===== src/rtl/xcard_csr_pkg.sv =====
package xcard_csr_pkg;
  localparam int unsigned OFF_FLAG   = 'h00000;
  localparam int unsigned OFF_FLAGN  = 'h00002;
  localparam int unsigned OFF_REV    = 'h00004;
  localparam int unsigned OFF_SERIAL = 'h00006;
  localparam int unsigned OFF_C2H    = 'h40000;
  localparam int unsigned OFF_H2C    = 'h40002;
  localparam int unsigned OFF_TYPE   = 'h40008;
  localparam int unsigned OFF_REARM  = 'h4000A;

  typedef struct packed {
    logic capRead;
    logic wrHostId;
    logic wrRearm;
    logic byteMode;
  } csrStrobes_t;
endpackage


===== src/rtl/xcard_csr_ctrl.sv =====
module xcard_csr_ctrl
  import xcard_csr_pkg::*;
#(
  parameter int ADDR_W = 20
) (
  input  logic              clk,
  input  logic              rstN,
  input  logic [ADDR_W-1:0] busAddr,
  input  logic              selByte,
  input  logic              selWord,
  input  logic              rdStb,
  input  logic              wrStb,
  output logic              busReady,
  output csrStrobes_t       strb
);
  logic accNow;
  logic commit;
  logic readyQ;
  logic [ADDR_W-1:0] wordAddr;

  assign accNow   = (selByte | selWord) & (rdStb | wrStb);
  assign commit   = accNow & ~readyQ;
  assign wordAddr = {busAddr[ADDR_W-1:1], 1'b0};

  always_ff @(posedge clk) begin
    if (!rstN) readyQ <= 1'b0;
    else       readyQ <= commit;
  end

  always_comb begin
    strb.capRead  = commit & rdStb;
    strb.wrHostId = commit & wrStb & (wordAddr == ADDR_W'(OFF_H2C));
    strb.wrRearm  = commit & wrStb & (wordAddr == ADDR_W'(OFF_REARM));
    strb.byteMode = selByte;
  end

  assign busReady = readyQ;
endmodule


===== src/rtl/xcard_csr_dpath.sv =====
module xcard_csr_dpath
  import xcard_csr_pkg::*;
#(
  parameter int              ADDR_W = 20,
  parameter int              DATA_W = 16,
  parameter int              ID_W   = 8,
  parameter logic [15:0]     FLAG   = 16'hC35A,
  parameter logic [7:0]      HW_REV = 8'h12,
  parameter logic [7:0]      FW_REV = 8'h34,
  parameter logic [15:0]     SERIAL = 16'hBEEF
) (
  input  logic              clk,
  input  logic              rstN,
  input  logic [ADDR_W-1:0] busAddr,
  input  logic [DATA_W-1:0] busWdata,
  input  csrStrobes_t       strb,
  input  logic              busReady,
  output logic [DATA_W-1:0] busRdata,
  input  logic [ID_W-1:0]   cardTypeSw,
  input  logic              cardIntReq,
  input  logic [ID_W-1:0]   cardIntId,
  output logic              hostIntN,
  output logic              cardIrq,
  output logic [ID_W-1:0]   cardHostId,
  input  logic              cardAck
);
  localparam int HALF_W = DATA_W / 2;
  localparam logic [DATA_W-1:0] ONES = '1;
  localparam logic [DATA_W-ID_W-1:0] PAD = '1;

  logic [ID_W-1:0]   c2hId;
  logic              hostIntQ;
  logic [ID_W-1:0]   h2cId;
  logic              cardIrqQ;
  logic [DATA_W-1:0] rdQ;
  logic [DATA_W-1:0] wordVal;
  logic [DATA_W-1:0] rdVal;
  logic [ADDR_W-1:0] wordAddr;

  assign wordAddr = {busAddr[ADDR_W-1:1], 1'b0};

  always_comb begin
    unique case (wordAddr)
      ADDR_W'(OFF_FLAG):   wordVal = DATA_W'(FLAG);
      ADDR_W'(OFF_FLAGN):  wordVal = DATA_W'(-FLAG);
      ADDR_W'(OFF_REV):    wordVal = DATA_W'({FW_REV, HW_REV});
      ADDR_W'(OFF_SERIAL): wordVal = DATA_W'(SERIAL);
      ADDR_W'(OFF_C2H):    wordVal = {PAD, c2hId};
      ADDR_W'(OFF_TYPE):   wordVal = {PAD, cardTypeSw};
      default:             wordVal = ONES;
    endcase
  end

  always_comb begin
    if (strb.byteMode)
      rdVal = {{(DATA_W-HALF_W){1'b1}},
               busAddr[0] ? wordVal[DATA_W-1:HALF_W] : wordVal[HALF_W-1:0]};
    else
      rdVal = wordVal;
  end

  always_ff @(posedge clk) begin
    if (!rstN) begin
      c2hId    <= '0;
      hostIntQ <= 1'b0;
      h2cId    <= '0;
      cardIrqQ <= 1'b0;
      rdQ      <= ONES;
    end else begin
      if (cardIntReq) begin
        c2hId    <= cardIntId;
        hostIntQ <= 1'b1;
      end else if (strb.wrRearm) begin
        hostIntQ <= 1'b0;
      end
      if (strb.wrHostId) begin
        h2cId    <= busWdata[ID_W-1:0];
        cardIrqQ <= 1'b1;
      end else if (cardAck) begin
        cardIrqQ <= 1'b0;
      end
      if (strb.capRead) rdQ <= rdVal;
    end
  end

  assign busRdata   = busReady ? rdQ : ONES;
  assign hostIntN   = ~hostIntQ;
  assign cardIrq    = cardIrqQ;
  assign cardHostId = h2cId;
endmodule


===== src/rtl/xcard_csr_top.sv =====
module xcard_csr_top
  import xcard_csr_pkg::*;
#(
  parameter int          ADDR_W = 20,
  parameter int          DATA_W = 16,
  parameter int          ID_W   = 8,
  parameter logic [15:0] FLAG   = 16'hC35A,
  parameter logic [7:0]  HW_REV = 8'h12,
  parameter logic [7:0]  FW_REV = 8'h34,
  parameter logic [15:0] SERIAL = 16'hBEEF
) (
  input  logic              clk,
  input  logic              rstN,
  input  logic [ADDR_W-1:0] busAddr,
  input  logic [DATA_W-1:0] busWdata,
  input  logic              selByte,
  input  logic              selWord,
  input  logic              rdStb,
  input  logic              wrStb,
  output logic              busReady,
  output logic [DATA_W-1:0] busRdata,
  input  logic [ID_W-1:0]   cardTypeSw,
  input  logic              cardIntReq,
  input  logic [ID_W-1:0]   cardIntId,
  output logic              hostIntN,
  output logic              cardIrq,
  output logic [ID_W-1:0]   cardHostId,
  input  logic              cardAck
);
  csrStrobes_t strb;

  xcard_csr_ctrl #(.ADDR_W(ADDR_W)) ctrl_i (
    .clk(clk), .rstN(rstN), .busAddr(busAddr),
    .selByte(selByte), .selWord(selWord), .rdStb(rdStb), .wrStb(wrStb),
    .busReady(busReady), .strb(strb)
  );

  xcard_csr_dpath #(
    .ADDR_W(ADDR_W), .DATA_W(DATA_W), .ID_W(ID_W), .FLAG(FLAG),
    .HW_REV(HW_REV), .FW_REV(FW_REV), .SERIAL(SERIAL)
  ) dpath_i (
    .clk(clk), .rstN(rstN), .busAddr(busAddr), .busWdata(busWdata),
    .strb(strb), .busReady(busReady), .busRdata(busRdata),
    .cardTypeSw(cardTypeSw), .cardIntReq(cardIntReq), .cardIntId(cardIntId),
    .hostIntN(hostIntN), .cardIrq(cardIrq), .cardHostId(cardHostId),
    .cardAck(cardAck)
  );
endmodule


===== config.mk =====
export PLATFORM = sky130hd
export DESIGN_NAME = xcard_csr_top
export DESIGN_NICKNAME = d
export VERILOG_FILES = /design/src/rtl/xcard_csr_pkg.sv /design/src/rtl/xcard_csr_ctrl.sv /design/src/rtl/xcard_csr_dpath.sv /design/src/rtl/xcard_csr_top.sv
export SDC_FILE = /design/constraint.sdc
export NUM_CORES = 1
export LEC_CHECK = 0
export ABC_CLOCK_PERIOD_IN_PS = 1800
export BUFFER_PORTS_ARGS = -buffer_cell sky130_fd_sc_hd__buf_2
export CORE_ASPECT_RATIO = 1.4
export CORE_MARGIN = 2
export CORE_UTILIZATION = 30
export DETAILED_ROUTE_END_ITERATION = 6
export SYNTH_ARGS = -nofsm -noshare
export SYNTH_HDL_FRONTEND = slang
export SYNTH_HIERARCHICAL = 1
export SYNTH_SLANG_ARGS = --single-unit

===== constraint.sdc =====
create_clock -name clk -period 1.8 [get_ports clk]
set_clock_uncertainty 0.2 [all_clocks]
set_input_delay 0.27 -clock clk [delete_from_list [all_inputs] [get_ports clk]]
set_output_delay 0.27 -clock clk [all_outputs]
set_load 0.01 [all_outputs]

==> out/metrics.csv <==
stage,metric,value,unit
synthesis,synth_area,1727,um2
timing,final_hold_viol_count,0,
clock_tree,post-cts-setup-buffers,0,
synthesis,synth_seq_cells,31,
drt,wl_per_cell,12.81,um
drt,first_iter_violations,34,
placed_design,port_buffers,78,
min_path,min_path_type,input port to flop,
power_and_ir_drop,vdd_drop_max,543.6,uV
drt,topRoutingLayerUsed,met4,
power_and_ir_drop,p_leak,0.9817,nW
floorplanning,core_area,5525,um2
finish,final_layout_size_suffix_gt1_frac,0.4224,
worst_setup_path,worstPathRequired,1.77,ns
placed_design,dp_hpwl,3.537,mm
floorplanning,rows,32,
timing,setup_violations,0,
worst_setup_path,critPathCapture,dpath_i/cardHostId[3],
synthesis,syn_avg_cell_area,8.993,um2
timing,slew_viol_final,0,
synthesis,syn_nets,252,
worst_setup_path,critical_path_peak_fanout,9,
worst_setup_path,r2r_slack,0.07,ns
clock_tree,cts_max_level,2,
global_route,antenna_found_initial,0,
drt,first_pass_iters,4,
drt,drc,0,
timing,fmax,579.3,MHz
worst_setup_path,path_buf_inv,1,
global_route,grt_pass1_vias,1607,
drt,vias,1678,
clock_tree,root_buffer,clkbuf_8,
drt,antenna_left,0,
finish,fin_cells,345,
synthesis,synthMuxAreaShare,0.1181,
timing,tightest_slew,0.3822,ns
flow_run,maxCapViolCount,0,
synthesis,seq_area_frac_synth,0.3594,
power_and_ir_drop,power_density,703.4,nW/um2
synthesis,synth_xor_area_frac,0.01014,
timing,fin_crit_sh,0.9591,
global_route,grt_pass1_wl,7.182,mm
clock_tree,cts_buffers,5,
synthesis,synth_compound_area_frac,0.1493,
min_path,holdPathStages,2,
worst_setup_path,startpoint,ctrl_i/busReady,
floorplanning,die_w,68.12,um
clock_tree,clkSinkCount,31,
global_route,grt_max_degree,19,
placed_design,gp_congestion,0.8261,
drt,met1_length,1.736,mm
finish,final_core_util,0.4275,
finish,fill_cells,599,
worst_setup_path,cp_cell_sequence,o21ba_4 > nand4_1 > nor4_2 > buf_4 > mux2i_1 > nor2b_1,
clock_tree,clk_latency,0.28,ns
global_route,grt_overflow,0,
floorplanning,fp.dieH,93.77,um
floorplanning,io_pins,87,
timing,layout_min_cycle_time,1.726,ns
worst_setup_path,r2r_start,ctrl_i/busReady,
timing,rsz0062_at_grt,true,
worst_setup_path,start_kind,flop,
placed_design,dp_cells,337,
synthesis,synth_top_family_by_area,simple AND/OR/NAND/NOR gates,
drt,wl_met3,257,um
worst_setup_path,critPathTopFamily,simple AND/OR/NAND/NOR gates,
worst_setup_path,crit_path_top_delay_cell,dfxtp_1,
finish,multi_input_area,1013,um2
drt,vias_per_cell,4.864,
worst_setup_path,end_kind,flop,
finish,nets,336,
drt,drt-total-wl,4.420,mm
floorplanning,start_util,0.3125,
global_route,track_usage,0.1480,
drt,dr_wl_met2,2.342,mm
worst_setup_path,r2r_cells,6,
floorplanning,dieArea,6387,um2
clock_tree,cts_buffer_depth,2,
synthesis,synth-simple-area-share,0.2964,
worst_setup_path,crit_arrival,1.70,ns
finish,syn_to_final_growth,36.81,%
synthesis,ys_warn_count,6,
synthesis,synthAdderAreaFrac,0,
finish,register_area,620.6,um2
timing,slew_headroom,0.7428,
worst_setup_path,crit_cells,6,
power_and_ir_drop,finalPower,1.662,mW
synthesis,syn-instance-count,192,
clock_tree,clk_pin_slew,0.06,ns
worst_setup_path,r2r-end,dpath_i/cardHostId[3],
worst_setup_path,slowest_delay,0.31,ns
synthesis,yosys.cell_types.count,45,
status,status,completed,
finish,diodes,0,
worst_setup_path,critPathKind,flop to flop,
clock_tree,cts_tree,done,
-- where the power goes --
part | internal [mW] | total [mW] | switching [mW]
clock | 0.447 | 0.704 | 0.257
combinational | 0.124 | 0.245 | 0.121
sequential | 0.704 | 0.712 | 0.00805
total | 1.28 | 1.66 | 0.386
-- synthesized netlist by cell type --
| cell type | count | area (um2) |
|---|---|---|
| o211a_1 | 1 | 10.01 |
| o32ai_1 | 5 | 43.79 |
| or4_4 | 1 | 11.26 |
| nor4bb_1 | 1 | 10.01 |
| nand3b_2 | 1 | 11.26 |
| nor3b_2 | 1 | 12.51 |
| a211oi_1 | 3 | 22.52 |
| clkbuf_1 | 5 | 18.77 |
| buf_2 | 5 | 25.02 |
| nor3b_1 | 1 | 7.510 |
| xor2_1 | 1 | 8.760 |
| nor4_2 | 3 | 37.54 |
| nand4_1 | 1 | 6.260 |
| a31oi_1 | 1 | 6.260 |
| buf_6 | 1 | 11.26 |
| a21oi_1 | 7 | 35.03 |
| nor2_1 | 9 | 33.78 |
| nand2_1 | 10 | 37.54 |
| xnor2_1 | 1 | 8.760 |
| a32oi_1 | 3 | 26.28 |
| nand2b_1 | 14 | 87.58 |
| o21a_1 | 4 | 30.03 |
| o21ai_0 | 3 | 15.01 |
| nor3_1 | 3 | 15.01 |
| and4b_1 | 1 | 10.01 |
| mux2i_1 | 17 | 170.2 |
| nor4b_1 | 2 | 17.52 |
| o211ai_1 | 1 | 7.510 |
| mux2_2 | 3 | 33.78 |
| nor4_1 | 5 | 31.28 |
| nand3_1 | 4 | 20.02 |
| o311a_1 | 1 | 10.01 |
| o21ba_2 | 1 | 10.01 |
| o221ai_1 | 2 | 17.52 |
| nor2b_1 | 19 | 118.9 |
| inv_1 | 4 | 15.01 |
| o22ai_1 | 1 | 6.260 |
| and2_1 | 3 | 18.77 |
| nand4_2 | 1 | 12.51 |
| nor2_2 | 1 | 6.260 |
| buf_4 | 6 | 45.04 |
| o31ai_1 | 1 | 7.510 |
| o21ai_1 | 2 | 10.01 |
| dfxtp_1 | 31 | 620.6 |
| and3_1 | 1 | 6.260 |
-- how the worst min path moves through the flow --
stage / slack (ns) / to / from
after floorplan: 0.21 / ctrl_i/busReady / rdStb
final: 0.03 / ctrl_i/busReady / rdStb
after CTS: 0.01 / ctrl_i/busReady / rdStb
after detailed placement: 0.26 / dpath_i/rdQ[9] / dpath_i/rdQ[9]
after global routing: 0.03 / ctrl_i/busReady / rdStb
after global placement: 0.27 / dpath_i/rdQ[9] / dpath_i/rdQ[9]
-- cell families (layout without fill, tap and decap cells) --
| kind of cell | after synthesis | after routing |
|---|---|---|
| simple gates | 82 | 82 |
| compound gates | 36 | 36 |
| flops | 31 | 31 |
| buf+inv | 21 | 106 |
| mux | 20 | 20 |
| xor+xnor | 2 | 2 |
-- cell usage in the layout (no fill, tap or decap), types with 2 or more instances in the layout --
cell	instances
nor4_2	4
nor2b_1	19
and2_1	2
o221ai_1	2
nor3_1	3
nand2b_1	14
clkbuf_8	6
o21ai_0	3
a211oi_1	3
nor4_1	4
buf_4	16
o32ai_1	4
a32oi_1	3
nor4b_1	2
mux2_2	3
inv_1	4
o21ai_1	2
o21a_1	4
nand3_1	4
mux2i_1	17
nand2_1	10
buf_2	78
dfxtp_1	31
a21oi_1	7
nor2_1	9
-- metal layers --
layer / track usage / vias to the layer above
li1: - / 856
met1: 0.1604 / 765
met2: 0.2638 / 50
met3: 0.04197 / 7
met4: 0.05500 / 0
met5: 0 / -
-- worst reg2reg max path, delay by kind of cell, from the launching register on --
family | cells | cell delay (ns)
compound gates | 1 | 0.23
flops | 1 | 0.31
mux | 1 | 0.20
buf+inv | 1 | 0.23
simple gates | 3 | 0.46
-- layout make-up --
| type | count | share of cell area |
|---|---|---|
| Clock buffer | 6 | 0.03496 |
| Clock inverter | 2 | 0.01483 |
| Inverter | 4 | 0.006356 |
| Multi-Input combinational cell | 140 | 0.4290 |
| Sequential cell | 31 | 0.2627 |
| Tap cell | 68 | 0.03602 |
| Timing Repair Buffer | 94 | 0.2161 |
-- stage by stage --
stage,setup slack [ns],hold WS (ns),setup TNS (ns),area (um2)
4_1_cts,0.002493,0.01289,0,2346
3_5_place_dp,-0.1122,0.2640,-1.060,2228
5_1_grt,-0.01930,0.02683,-0.08945,2362
3_3_place_gp,-0.09881,0.2691,-0.8221,2228
2_1_floorplan,0.04375,0.2078,0,1727
6_report,0.07365,0.02959,0,2362
-- sequential cells by signal, summed over array words and instances, names as in the netlist --
name,count
dpath_i/cardHostId,8
dpath_i/hostIntQ,1
ctrl_i/busReady,1
dpath_i/cardIrq,1
dpath_i/c2hId,8
dpath_i/rdQ,12
-- repair_timing --
item                                    in CTS  in global routing
gates resized for setup                      0                  3
hold buffers                                 0                  0
endpoints found under the setup margin       0                 14
Power figures use the tool's default switching activity.
